$ cat config.mk
export PLATFORM = sky130hd
export DESIGN_NAME = ram_err_logger
export DESIGN_NICKNAME = d
export VERILOG_FILES = /design/src/rtl/ram_err_pkg.sv /design/src/rtl/rel_corr_counter.sv /design/src/rtl/rel_addr_capture.sv /design/src/rtl/rel_regfile.sv /design/src/rtl/ram_err_logger.sv
export SDC_FILE = /design/constraint.sdc
export NUM_CORES = 1
export LEC_CHECK = 0
export CORE_ASPECT_RATIO = 0.75
export CORE_MARGIN = 2
export CORE_UTILIZATION = 35
export DETAILED_ROUTE_END_ITERATION = 10
export GPL_ROUTABILITY_DRIVEN = 0
export HOLD_SLACK_MARGIN = 0.02
export MAX_ROUTING_LAYER = met4
export SYNTH_ARGS = -nofsm -noshare
export SYNTH_HDL_FRONTEND = slang
export SYNTH_SLANG_ARGS = --single-unit
$ cat constraint.sdc
create_clock -name clk -period 3.5 [get_ports clk]
set_clock_uncertainty 0.05 [all_clocks]
set_input_delay 0.875 -clock clk [delete_from_list [all_inputs] [get_ports clk]]
set_output_delay 0.875 -clock clk [all_outputs]
set_load 0.05 [all_outputs]
$ cat src/rtl/ram_err_pkg.sv
package ram_err_pkg;
   localparam int NSRC      = 3;
   localparam int SRC_SBE   = 0;
   localparam int SRC_UBE   = 1;
   localparam int SRC_APE   = 2;
   localparam int REG_IDX_W = 3;

   typedef enum logic [REG_IDX_W-1:0] {
      RG_CTRL    = 3'd0,
      RG_STATUS  = 3'd1,
      RG_THRESH  = 3'd2,
      RG_COUNT   = 3'd3,
      RG_SBE_ADR = 3'd4,
      RG_UBE_ADR = 3'd5,
      RG_APE_ADR = 3'd6
   } reg_idx_e;

   function automatic logic [REG_IDX_W-1:0] cap_reg_of(input int src);
      case (src)
         SRC_SBE: return RG_SBE_ADR;
         SRC_UBE: return RG_UBE_ADR;
         default: return RG_APE_ADR;
      endcase
   endfunction
endpackage

$ cat src/rtl/rel_corr_counter.sv
module rel_corr_counter #(
   parameter int CNT_W    = 16,
   parameter bit SATURATE = 1'b1
) (
   input  logic             clk,
   input  logic             rst_n,
   input  logic             inc,
   input  logic             dbg,
   input  logic [CNT_W-1:0] thresh,
   input  logic             wr_en,
   input  logic [CNT_W-1:0] wr_val,
   output logic [CNT_W-1:0] count,
   output logic             hit
);
   logic [CNT_W-1:0] count_q;
   logic [CNT_W-1:0] nxt;

   generate
      if (SATURATE) begin : g_sat
         assign nxt = (count_q == {CNT_W{1'b1}}) ? count_q : count_q + 1'b1;
      end else begin : g_wrap
         assign nxt = count_q + 1'b1;
      end
   endgenerate

   assign hit   = inc && !dbg && (thresh != '0) && (nxt >= thresh);
   assign count = count_q;

   always_ff @(posedge clk or negedge rst_n) begin
      if (!rst_n) begin
         count_q <= '0;
      end else if (wr_en) begin
         count_q <= wr_val;
      end else if (hit) begin
         count_q <= '0;
      end else if (inc) begin
         count_q <= nxt;
      end
   end
endmodule

$ cat src/rtl/rel_addr_capture.sv
module rel_addr_capture #(
   parameter int ADDR_W = 16
) (
   input  logic              clk,
   input  logic              rst_n,
   input  logic              dbg,
   input  logic              evt,
   input  logic [ADDR_W-1:0] addr_in,
   input  logic              rd_hit,
   output logic              vld,
   output logic [ADDR_W-1:0] addr_q
);
   logic rd_take;
   logic cap;

   assign rd_take = rd_hit && !dbg;
   assign cap     = evt && !dbg && (!vld || rd_take);

   always_ff @(posedge clk or negedge rst_n) begin
      if (!rst_n) begin
         vld    <= 1'b0;
         addr_q <= '0;
      end else if (cap) begin
         vld    <= 1'b1;
         addr_q <= addr_in;
      end else if (rd_take) begin
         vld    <= 1'b0;
         addr_q <= '0;
      end
   end
endmodule

$ cat src/rtl/rel_regfile.sv
module rel_regfile
   import ram_err_pkg::*;
#(
   parameter int CNT_W  = 16,
   parameter int ADDR_W = 16,
   parameter int DATA_W = 32
) (
   input  logic                 clk,
   input  logic                 rst_n,
   input  logic                 reg_wr,
   input  logic                 reg_rd,
   input  logic [REG_IDX_W-1:0] reg_addr,
   input  logic [DATA_W-1:0]    reg_wdata,
   input  logic [NSRC-1:0]      sts_set,
   input  logic [CNT_W-1:0]     count,
   input  logic [NSRC-1:0]      cap_vld,
   input  logic [ADDR_W-1:0]    cap_addr [NSRC],
   output logic [NSRC-1:0]      en,
   output logic [CNT_W-1:0]     thresh,
   output logic [NSRC-1:0]      sts,
   output logic [DATA_W-1:0]    rdata,
   output logic                 cnt_wr,
   output logic [NSRC-1:0]      rd_hit
);
   logic [NSRC-1:0]   w1c;
   logic [DATA_W-1:0] rd_mux;
   logic [DATA_W-1:0] cap_word [NSRC];

   assign cnt_wr = reg_wr && (reg_addr == RG_COUNT);
   assign w1c    = (reg_wr && (reg_addr == RG_STATUS)) ? reg_wdata[NSRC-1:0] : '0;

   generate
      for (genvar i = 0; i < NSRC; i++) begin : g_src
         assign rd_hit[i] = reg_rd && (reg_addr == cap_reg_of(i));
         always_comb begin
            cap_word[i]              = '0;
            cap_word[i][DATA_W-1]    = cap_vld[i];
            cap_word[i][ADDR_W-1:0]  = cap_addr[i];
         end
      end
   endgenerate

   always_ff @(posedge clk or negedge rst_n) begin
      if (!rst_n) begin
         en     <= '0;
         thresh <= '0;
         sts    <= '0;
      end else begin
         if (reg_wr && (reg_addr == RG_CTRL))   en     <= reg_wdata[NSRC-1:0];
         if (reg_wr && (reg_addr == RG_THRESH)) thresh <= reg_wdata[CNT_W-1:0];
         sts <= (sts & ~w1c) | sts_set;
      end
   end

   always_comb begin
      rd_mux = '0;
      case (reg_addr)
         RG_CTRL:    rd_mux[NSRC-1:0]  = en;
         RG_STATUS:  rd_mux[NSRC-1:0]  = sts;
         RG_THRESH:  rd_mux[CNT_W-1:0] = thresh;
         RG_COUNT:   rd_mux[CNT_W-1:0] = count;
         RG_SBE_ADR: rd_mux            = cap_word[SRC_SBE];
         RG_UBE_ADR: rd_mux            = cap_word[SRC_UBE];
         RG_APE_ADR: rd_mux            = cap_word[SRC_APE];
         default:    rd_mux            = '0;
      endcase
   end

   always_ff @(posedge clk or negedge rst_n) begin
      if (!rst_n) begin
         rdata <= '0;
      end else if (reg_rd) begin
         rdata <= rd_mux;
      end
   end
endmodule

$ cat src/rtl/ram_err_logger.sv
module ram_err_logger
   import ram_err_pkg::*;
#(
   parameter int ADDR_W   = 16,
   parameter int CNT_W    = 16,
   parameter int DATA_W   = 32,
   parameter bit SATURATE = 1'b1
) (
   input  logic                 clk,
   input  logic                 rst_n,
   input  logic                 dbg_mode,
   input  logic                 sbe_valid,
   input  logic [ADDR_W-1:0]    sbe_addr,
   input  logic                 ube_valid,
   input  logic [ADDR_W-1:0]    ube_addr,
   input  logic                 ape_valid,
   input  logic [ADDR_W-1:0]    ape_addr,
   input  logic                 reg_wr,
   input  logic                 reg_rd,
   input  logic [REG_IDX_W-1:0] reg_addr,
   input  logic [DATA_W-1:0]    reg_wdata,
   output logic [DATA_W-1:0]    reg_rdata,
   output logic                 irq_sbe,
   output logic                 irq_ube,
   output logic                 irq_ape
);
   generate
      if (ADDR_W < 1 || ADDR_W > DATA_W - 1) begin : g_bad_addr_w
         $error("ADDR_W must leave bit DATA_W-1 free for the holding flag");
      end
      if (CNT_W < 1 || CNT_W > DATA_W) begin : g_bad_cnt_w
         $error("CNT_W must fit in one register word");
      end
   endgenerate

   logic [CNT_W-1:0]  count_q;
   logic [CNT_W-1:0]  thr_q;
   logic              cnt_wr;
   logic              thr_hit;
   logic [NSRC-1:0]   en_q;
   logic [NSRC-1:0]   sts_q;
   logic [NSRC-1:0]   sts_set;
   logic [NSRC-1:0]   cap_evt;
   logic [NSRC-1:0]   cap_vld;
   logic [NSRC-1:0]   rd_hit;
   logic [ADDR_W-1:0] cap_addr [NSRC];
   logic [ADDR_W-1:0] src_addr [NSRC];

   rel_corr_counter #(.CNT_W(CNT_W), .SATURATE(SATURATE)) u_cnt (
      .clk    (clk),
      .rst_n  (rst_n),
      .inc    (sbe_valid),
      .dbg    (dbg_mode),
      .thresh (thr_q),
      .wr_en  (cnt_wr),
      .wr_val (reg_wdata[CNT_W-1:0]),
      .count  (count_q),
      .hit    (thr_hit)
   );

   assign cap_evt[SRC_SBE]  = thr_hit;
   assign cap_evt[SRC_UBE]  = ube_valid && !dbg_mode;
   assign cap_evt[SRC_APE]  = ape_valid && !dbg_mode;
   assign src_addr[SRC_SBE] = sbe_addr;
   assign src_addr[SRC_UBE] = ube_addr;
   assign src_addr[SRC_APE] = ape_addr;
   assign sts_set           = cap_evt;

   generate
      for (genvar i = 0; i < NSRC; i++) begin : g_cap
         rel_addr_capture #(.ADDR_W(ADDR_W)) u_cap (
            .clk     (clk),
            .rst_n   (rst_n),
            .dbg     (dbg_mode),
            .evt     (cap_evt[i]),
            .addr_in (src_addr[i]),
            .rd_hit  (rd_hit[i]),
            .vld     (cap_vld[i]),
            .addr_q  (cap_addr[i])
         );
      end
   endgenerate

   rel_regfile #(.CNT_W(CNT_W), .ADDR_W(ADDR_W), .DATA_W(DATA_W)) u_regs (
      .clk       (clk),
      .rst_n     (rst_n),
      .reg_wr    (reg_wr),
      .reg_rd    (reg_rd),
      .reg_addr  (reg_addr),
      .reg_wdata (reg_wdata),
      .sts_set   (sts_set),
      .count     (count_q),
      .cap_vld   (cap_vld),
      .cap_addr  (cap_addr),
      .en        (en_q),
      .thresh    (thr_q),
      .sts       (sts_q),
      .rdata     (reg_rdata),
      .cnt_wr    (cnt_wr),
      .rd_hit    (rd_hit)
   );

   assign irq_sbe = sts_q[SRC_SBE] & en_q[SRC_SBE];
   assign irq_ube = sts_q[SRC_UBE] & en_q[SRC_UBE];
   assign irq_ape = sts_q[SRC_APE] & en_q[SRC_APE];
endmodule

==> results of run 1 <==
-- worst max-delay path by stage --
stage / start / end
5_1_grt: u_cnt.count[1] / g_cap[0].u_cap.addr_q[8]
3_3_place_gp: u_cnt.count[1] / u_cnt.count[13]
4_1_cts: u_cnt.count[3] / g_cap[0].u_cap.addr_q[9]
6_report: u_cnt.count[1] / g_cap[0].u_cap.addr_q[9]
3_5_place_dp: u_cnt.count[1] / g_cap[0].u_cap.addr_q[9]
2_1_floorplan: u_cnt.count[1] / g_cap[0].u_cap.addr_q[10]
-- flip-flops by register name, summed over array words and instances, names as in the netlist --
name                flops
u_regs.en               3
g_cap.u_cap.vld         3
u_regs.rdata           17
u_regs.sts              3
g_cap.u_cap.addr_q     48
u_cnt.count            16
u_regs.thresh          16
-- timing repair --
item / in CTS / in global routing
endpoints found under the setup margin: 22 / 32
pin swaps: 2 / 2
resized for setup: 1 / 12
buffers inserted: 1 / 4
-- metrics by stage --
step | util (%) | setup TNS (ns) | hold slack [ns]
after floorplan | - | -0.450 | 0.409
after global placement | 44.4 | 0 | 0.435
after detailed placement | 44.4 | -0.385 | 0.437
after CTS | 46.2 | 0 | 0.456
after global routing | 46.7 | -0.909 | 0.479
final | 46.7 | 0 | 0.460
-- placed cells by master, fill, tap and decap left out, drive strengths merged, types with 5 or more instances in the layout --
| master | count |
|---|---|
| a21o | 9 |
| a21oi | 25 |
| a221oi | 30 |
| a22o | 16 |
| and3 | 12 |
| buf | 61 |
| clkbuf | 11 |
| clkdlybuf4s50 | 93 |
| conb | 15 |
| dfrtp | 106 |
| ha | 17 |
| inv | 57 |
| mux2 | 6 |
| mux2i | 24 |
| nand2 | 94 |
| nand2b | 5 |
| nand3 | 16 |
| nand4 | 8 |
| nor2 | 18 |
| nor2b | 6 |
| nor3 | 9 |
| nor4 | 8 |
| o21ai | 57 |
| o31ai | 8 |
| o32ai | 12 |
| or3 | 7 |
-- final cells by class --
cell class                 instances  share of cell area (%)
clock buffer                      11                    2.97
clock inverter                     4                   0.671
inverter                          56                    2.68
multi-input combinational        448                    38.2
sequential                       106                    33.9
tap                              215                    3.43
timing repair buffer             154                    18.2
-- routing by layer --
layer	track usage (%)	part of all wire, %
met1	32.0	48
met2	33.0	45
met3	3.42	6.5
met4	4.14	1.1
met5	-	0
-- power by group --
group / leakage (uW) / switching [uW] / internal [uW]
sequential: 0.00133 / 205 / 1510
combinational: 0.00197 / 849 / 674
clock: 0.000140 / 469 / 555
total: 0.00344 / 1520 / 2740
-- cells by family (layout without fill, tap and decap cells) --
kind of cell               count (synthesis)  in the layout  synth area share (%)
DFF                                      106            106                  44.4
adders and majority gates                 17             17                  3.56
AOI/OAI and AO/OA                        180            180                  21.1
and+or+nand+nor                          196            196                  15.6
xor gates and xnor gates                   8              8                  1.17
buffers and inverters                    111            225                  8.23
other                                      1             15                0.0628
muxes                                     32             32                  5.90
==> impl_metrics.json, run 1 <==
{
  "outcome": "complete, no violations",
  "cp-end-kind": "register",
  "die_height_um": 117,
  "routed_wl_um": 19000,
  "yosysTopAreaCell": "dfrtp_1",
  "first_pass_iters": 5,
  "cts-htree-levels": 3,
  "yosysWarnings": 0,
  "finalHoldViolations": 0,
  "cp_max_fo": 16,
  "ys_ff_latch": 106,
  "overflow": 0,
  "wl_per_cell_um": 19.1,
  "min_path_type": "reg2reg",
  "post-place-ws_ns": -0.0545,
  "worst_slew_pin_slew_ns": 0.976,
  "numPortBuffers": 94,
  "setup.worst_path.class": "reg2reg",
  "p_leak_uw": 0.00344,
  "r2r-start": "u_cnt.count[1]",
  "seq_area_frac_synth_pct": 44.4,
  "synth_common_cells": "106 x dfrtp_1, 94 x nand2_1, 54 x inv_1, 33 x clkbuf_1, 31 x o21ai_0",
  "hold_path_depth": 1,
  "clock.fmax_mhz": 287,
  "drv_slew": 0,
  "setup_ws_ns": 0.0107,
  "slowest_stage": "dfrtp_1",
  "cts_root_buffer": "clkbuf_16",
  "drc_errors": 0,
  "syn_area_mm2": 0.00598,
  "critical_path.top_delay_family": "compound AO/OA/AOI/OAI gates",
  "drive_gt1_share_pct": 13.6,
  "dpl.cell_count": 974,
  "grt_pass1_wl_um": 30000,
  "crit_path_start_kind": "register",
  "core_area_mm2": 0.0168,
  "die_w_um": 155,
  "min_from": "g_cap[2].u_cap.addr_q[10]",
  "num_vias": 5544,
  "cp_cell_sequence": "ha_4, nand4_1, buf_4, nor4_4, buf_4, nor3_2, xor2_1, ha_1, nand4_1, a311o_1, o41a_1, a221oi_4, buf_12, mux2i_1",
  "synthTopCellsByArea": "dfrtp_1 44%, nand2_1 5.9%, a221oi_1 4.3%, mux2i_1 4.0%, ha_1 3.6%",
  "finalCritPeriodShare_pct": 99.7,
  "avgSynthCellArea_um2": 9.18,
  "clkTransAtPathRegs_ns": 0.07,
  "relSlewSlack_pct": 34.7,
  "seq_area_mm2": 0.00265,
  "antenna_found_initial": 0,
  "detail-route-antenna-nets": 0,
  "cpPeakStageDelay_ns": 0.39,
  "dieArea_mm2": 0.0181,
  "r2r_end": "g_cap[0].u_cap.addr_q[9]",
  "cap_violations": 0,
  "rsz0062_at_grt": "yes",
  "design_area_mm2": 0.00784,
  "crit_cells": 14,
  "r2r_setup_slack_ns": 0.01,
  "synth_edf_count": 0,
  "setup_viol": 0,
  "fin_nets": 883,
  "yosysMostFrequentCell": "dfrtp_1",
  "syn-instance-count": 651,
  "viasPerCell": 5.58,
  "whs_endpoint": "g_cap[2].u_cap.addr_q[10]",
  "drt-initial-drc-count": 496,
  "ys_types": 60,
  "crit_buf_inv": 3,
  "crit_arrival_ns": 3.71,
  "initial_core_util_pct": 35.6,
  "numClockSinks": 106,
  "num_rows": 41,
  "vdd_drop_max_mv": 0.223,
  "cts_hold_buffers": 0,
  "r2r_cells": 14,
  "synth_top_area_share_pct": 44.4,
  "fillers": 1619,
  "io_pins": 126,
  "insertion_delay_ns": 0.35,
  "placed_area_mm2": 0.00745,
  "p_per_area_mw_per_mm2": 545,
  "grt_pass1_vias": 5316,
  "multi_input_area_mm2": 0.00299,
  "grt_start_max_net_pins": 56,
  "ys.flop_type": "dfrtp_1",
  "synth-async-reset-ratio_pct": 100,
  "grt_util_all_layers_pct": 22.0,
  "cts_made_buffers": 9,
  "post-route-min-period_ns": 3.49,
  "crit_required_ns": 3.72,
  "dp_hpwl_um": 14000,
  "power_uw": 4270,
  "syn2layout_area_growth_pct": 31.1,
  "cts_tree": "yes",
  "layoutNonFillerInstCount": 994,
  "clockBufferDepth": 2,
  "antenna_cells": 0
}
Power figures use the tool's default switching activity.
==> run 2, diff against run 1 <==
--- a/config.mk
+++ b/config.mk
@@ -5,6 +5,7 @@
 export SDC_FILE = /design/constraint.sdc
 export NUM_CORES = 1
 export LEC_CHECK = 0
+export CAP_MARGIN = 5
 export CORE_ASPECT_RATIO = 0.75
 export CORE_MARGIN = 2
 export CORE_UTILIZATION = 35
@@ -12,6 +13,7 @@
 export GPL_ROUTABILITY_DRIVEN = 0
 export HOLD_SLACK_MARGIN = 0.02
 export MAX_ROUTING_LAYER = met4
+export SLEW_MARGIN = 20
 export SYNTH_ARGS = -nofsm -noshare
 export SYNTH_HDL_FRONTEND = slang
 export SYNTH_SLANG_ARGS = --single-unit
==> results of run 2 <==
Same layout as run 1: the final DEF is identical, and so are final timing and power.
==> run 3, diff against run 2 <==
--- a/config.mk
+++ b/config.mk
@@ -12,7 +12,6 @@
 export DETAILED_ROUTE_END_ITERATION = 10
 export GPL_ROUTABILITY_DRIVEN = 0
 export HOLD_SLACK_MARGIN = 0.02
-export MAX_ROUTING_LAYER = met4
 export SLEW_MARGIN = 20
 export SYNTH_ARGS = -nofsm -noshare
 export SYNTH_HDL_FRONTEND = slang
==> impl_metrics.json, run 3 (synthesized netlist as in run 1, its figures left out) <==
{
  "cpPeakStageDelay_ns": 0.39,
  "rsz0062_at_grt": "yes",
  "fin_nets": 883,
  "viasPerCell": 5.57,
  "die_height_um": 117,
  "critical_path.top_delay_family": "simple AND/OR/NAND/NOR gates",
  "setup_ws_ns": 0.0189,
  "cp-endpoint": "g_cap[0].u_cap.addr_q[9]",
  "num_vias": 5536,
  "drt-initial-drc-count": 452,
  "cts_tree": "yes",
  "core_area_mm2": 0.0168,
  "cp_cell_sequence": "buf_4, nand3_1, or2_1, nor3_2, xor2_1, ha_1, nand4_1, a311o_1, o41a_1, a221oi_4, buf_12, mux2i_1",
  "die_w_um": 155,
  "r2r-start": "u_cnt.count[1]",
  "r2r_cells": 12,
  "grt_pass1_vias": 5323,
  "dieArea_mm2": 0.0181,
  "insertion_delay_ns": 0.35,
  "num_rows": 41,
  "cts-htree-levels": 3,
  "crit_buf_inv": 2,
  "cp_max_fo": 16,
  "crit_path_start_kind": "register",
  "cts_hold_buffers": 0,
  "cts_made_buffers": 9,
  "min_path_type": "reg2reg",
  "first_pass_iters": 5,
  "pwr-share-seq_pct": 40.2,
  "cp-startpoint": "u_cnt.count[1]",
  "setup_viol": 0,
  "crit_arrival_ns": 3.70,
  "relSlewSlack_pct": 32.3,
  "clock.fmax_mhz": 287,
  "cap_violations": 0,
  "tns_ns": 0,
  "grt_start_max_net_pins": 56,
  "numPortBuffers": 94,
  "dp_hpwl_um": 14000,
  "grt_util_all_layers_pct": 21.3,
  "initial_core_util_pct": 35.6,
  "post-route-min-period_ns": 3.48,
  "io_pins": 126,
  "drv_slew": 0,
  "cts_root_buffer": "clkbuf_16",
  "syn2layout_area_growth_pct": 31.3,
  "drive_gt1_share_pct": 13.9,
  "clock_power_share_pct": 24.0,
  "r2r_setup_slack_ns": 0.02,
  "largest_register_ffs": 48,
  "final_cell_mix": "105 x dfrtp_1, 94 x nand2_1, 93 x clkdlybuf4s50_1",
  "drc_errors": 0,
  "combinationalPowerShare_pct": 35.7,
  "clkTransAtPathRegs_ns": 0.07,
  "detail-route-antenna-nets": 0,
  "switching_share_pct": 35.7,
  "r2r_end": "g_cap[0].u_cap.addr_q[9]",
  "layout_commonest_cell": "dfrtp_1",
  "antenna_cells": 0,
  "setup.worst_path.class": "reg2reg",
  "post-place-ws_ns": -0.0545,
  "slowest_stage": "dfrtp_1",
  "crit_required_ns": 3.71,
  "numClockSinks": 106,
  "crit_cells": 12,
  "finalHoldViolations": 0,
  "antenna_found_initial": 0,
  "cp-end-kind": "register",
  "final_util_pct": 46.8,
  "routed_wl_um": 19000,
  "outcome": "complete, no violations",
  "clockBufferDepth": 2,
  "p_leak_uw": 0.00344,
  "vdd_drop_max_mv": 0.224,
  "overflow": 0,
  "largest-register": "g_cap.u_cap.addr_q",
  "p_per_area_mw_per_mm2": 545,
  "switching_power_uw": 1530,
  "whs_ns": 0.460,
  "finalCritPeriodShare_pct": 99.5,
  "p_int_uw": 2750,
  "top_regs": "g_cap.u_cap.addr_q x48, u_regs.rdata x17",
  "grt_pass1_wl_um": 30100,
  "worst_slew_pin_slew_ns": 1.01,
  "wl_per_cell_um": 19.2
}
==> run 3: metrics by stage <==
stage	total power (uW)	instance area (um2)	cells
floorplan	2600	6060	665
global placement	3160	7450	974
detailed placement	3200	7450	974
CTS	4240	7740	990
global route	4520	7850	994
finish	4270	7850	994
==> run 3: what timing repair did <==
| action | 4_1_cts | 5_1_grt |
|---|---|---|
| buffers inserted | 1 | 4 |
| resized for setup | 1 | 14 |
| setup endpoints to repair | 22 | 32 |
| pin swaps | 2 | 2 |
==> run 3: area by class of cell <==
class                   instances  area (um2)
fillers                      1616        8930
multi-input cells             448        3000
flip-flops and latches        106        2650
repair buffers                154        1430
well taps                     215         269
clock buffers                  11         233
inverters                      56         210
clock inverters                 4        52.6
==> run 3: how the worst min path moves through the flow <==
stage | from | endpoint | slack (ns) | depth (start not counted)
finish | g_cap[2].u_cap.addr_q[10] | g_cap[2].u_cap.addr_q[10] | 0.46 | 1
global route | g_cap[2].u_cap.addr_q[2] | g_cap[2].u_cap.addr_q[2] | 0.48 | 1
CTS | u_regs.sts[2] | u_regs.sts[2] | 0.46 | 1
detailed placement | g_cap[2].u_cap.addr_q[2] | g_cap[2].u_cap.addr_q[2] | 0.44 | 1
global placement | u_regs.sts[1] | u_regs.sts[1] | 0.44 | 1
floorplan | u_regs.sts[2] | u_regs.sts[2] | 0.41 | 1
==> run 3: routing by layer <==
metal	wire length, um	up-vias	global-route usage, %
li1	-	2544	-
met1	9080	2735	31.9
met2	8350	231	32.8
met3	1360	26	3.76
met4	246	0	4.14
met5	0	-	0
==> run 3: power groups by stage <==
stage	registers (uW)	clock network (uW)	logic, uW
after global routing	1750	1090	1680
after global placement	1730	0	1430
after floorplan	1790	0	815
final	1720	1030	1530
after detailed placement	1740	0	1470
after CTS	1720	1040	1480
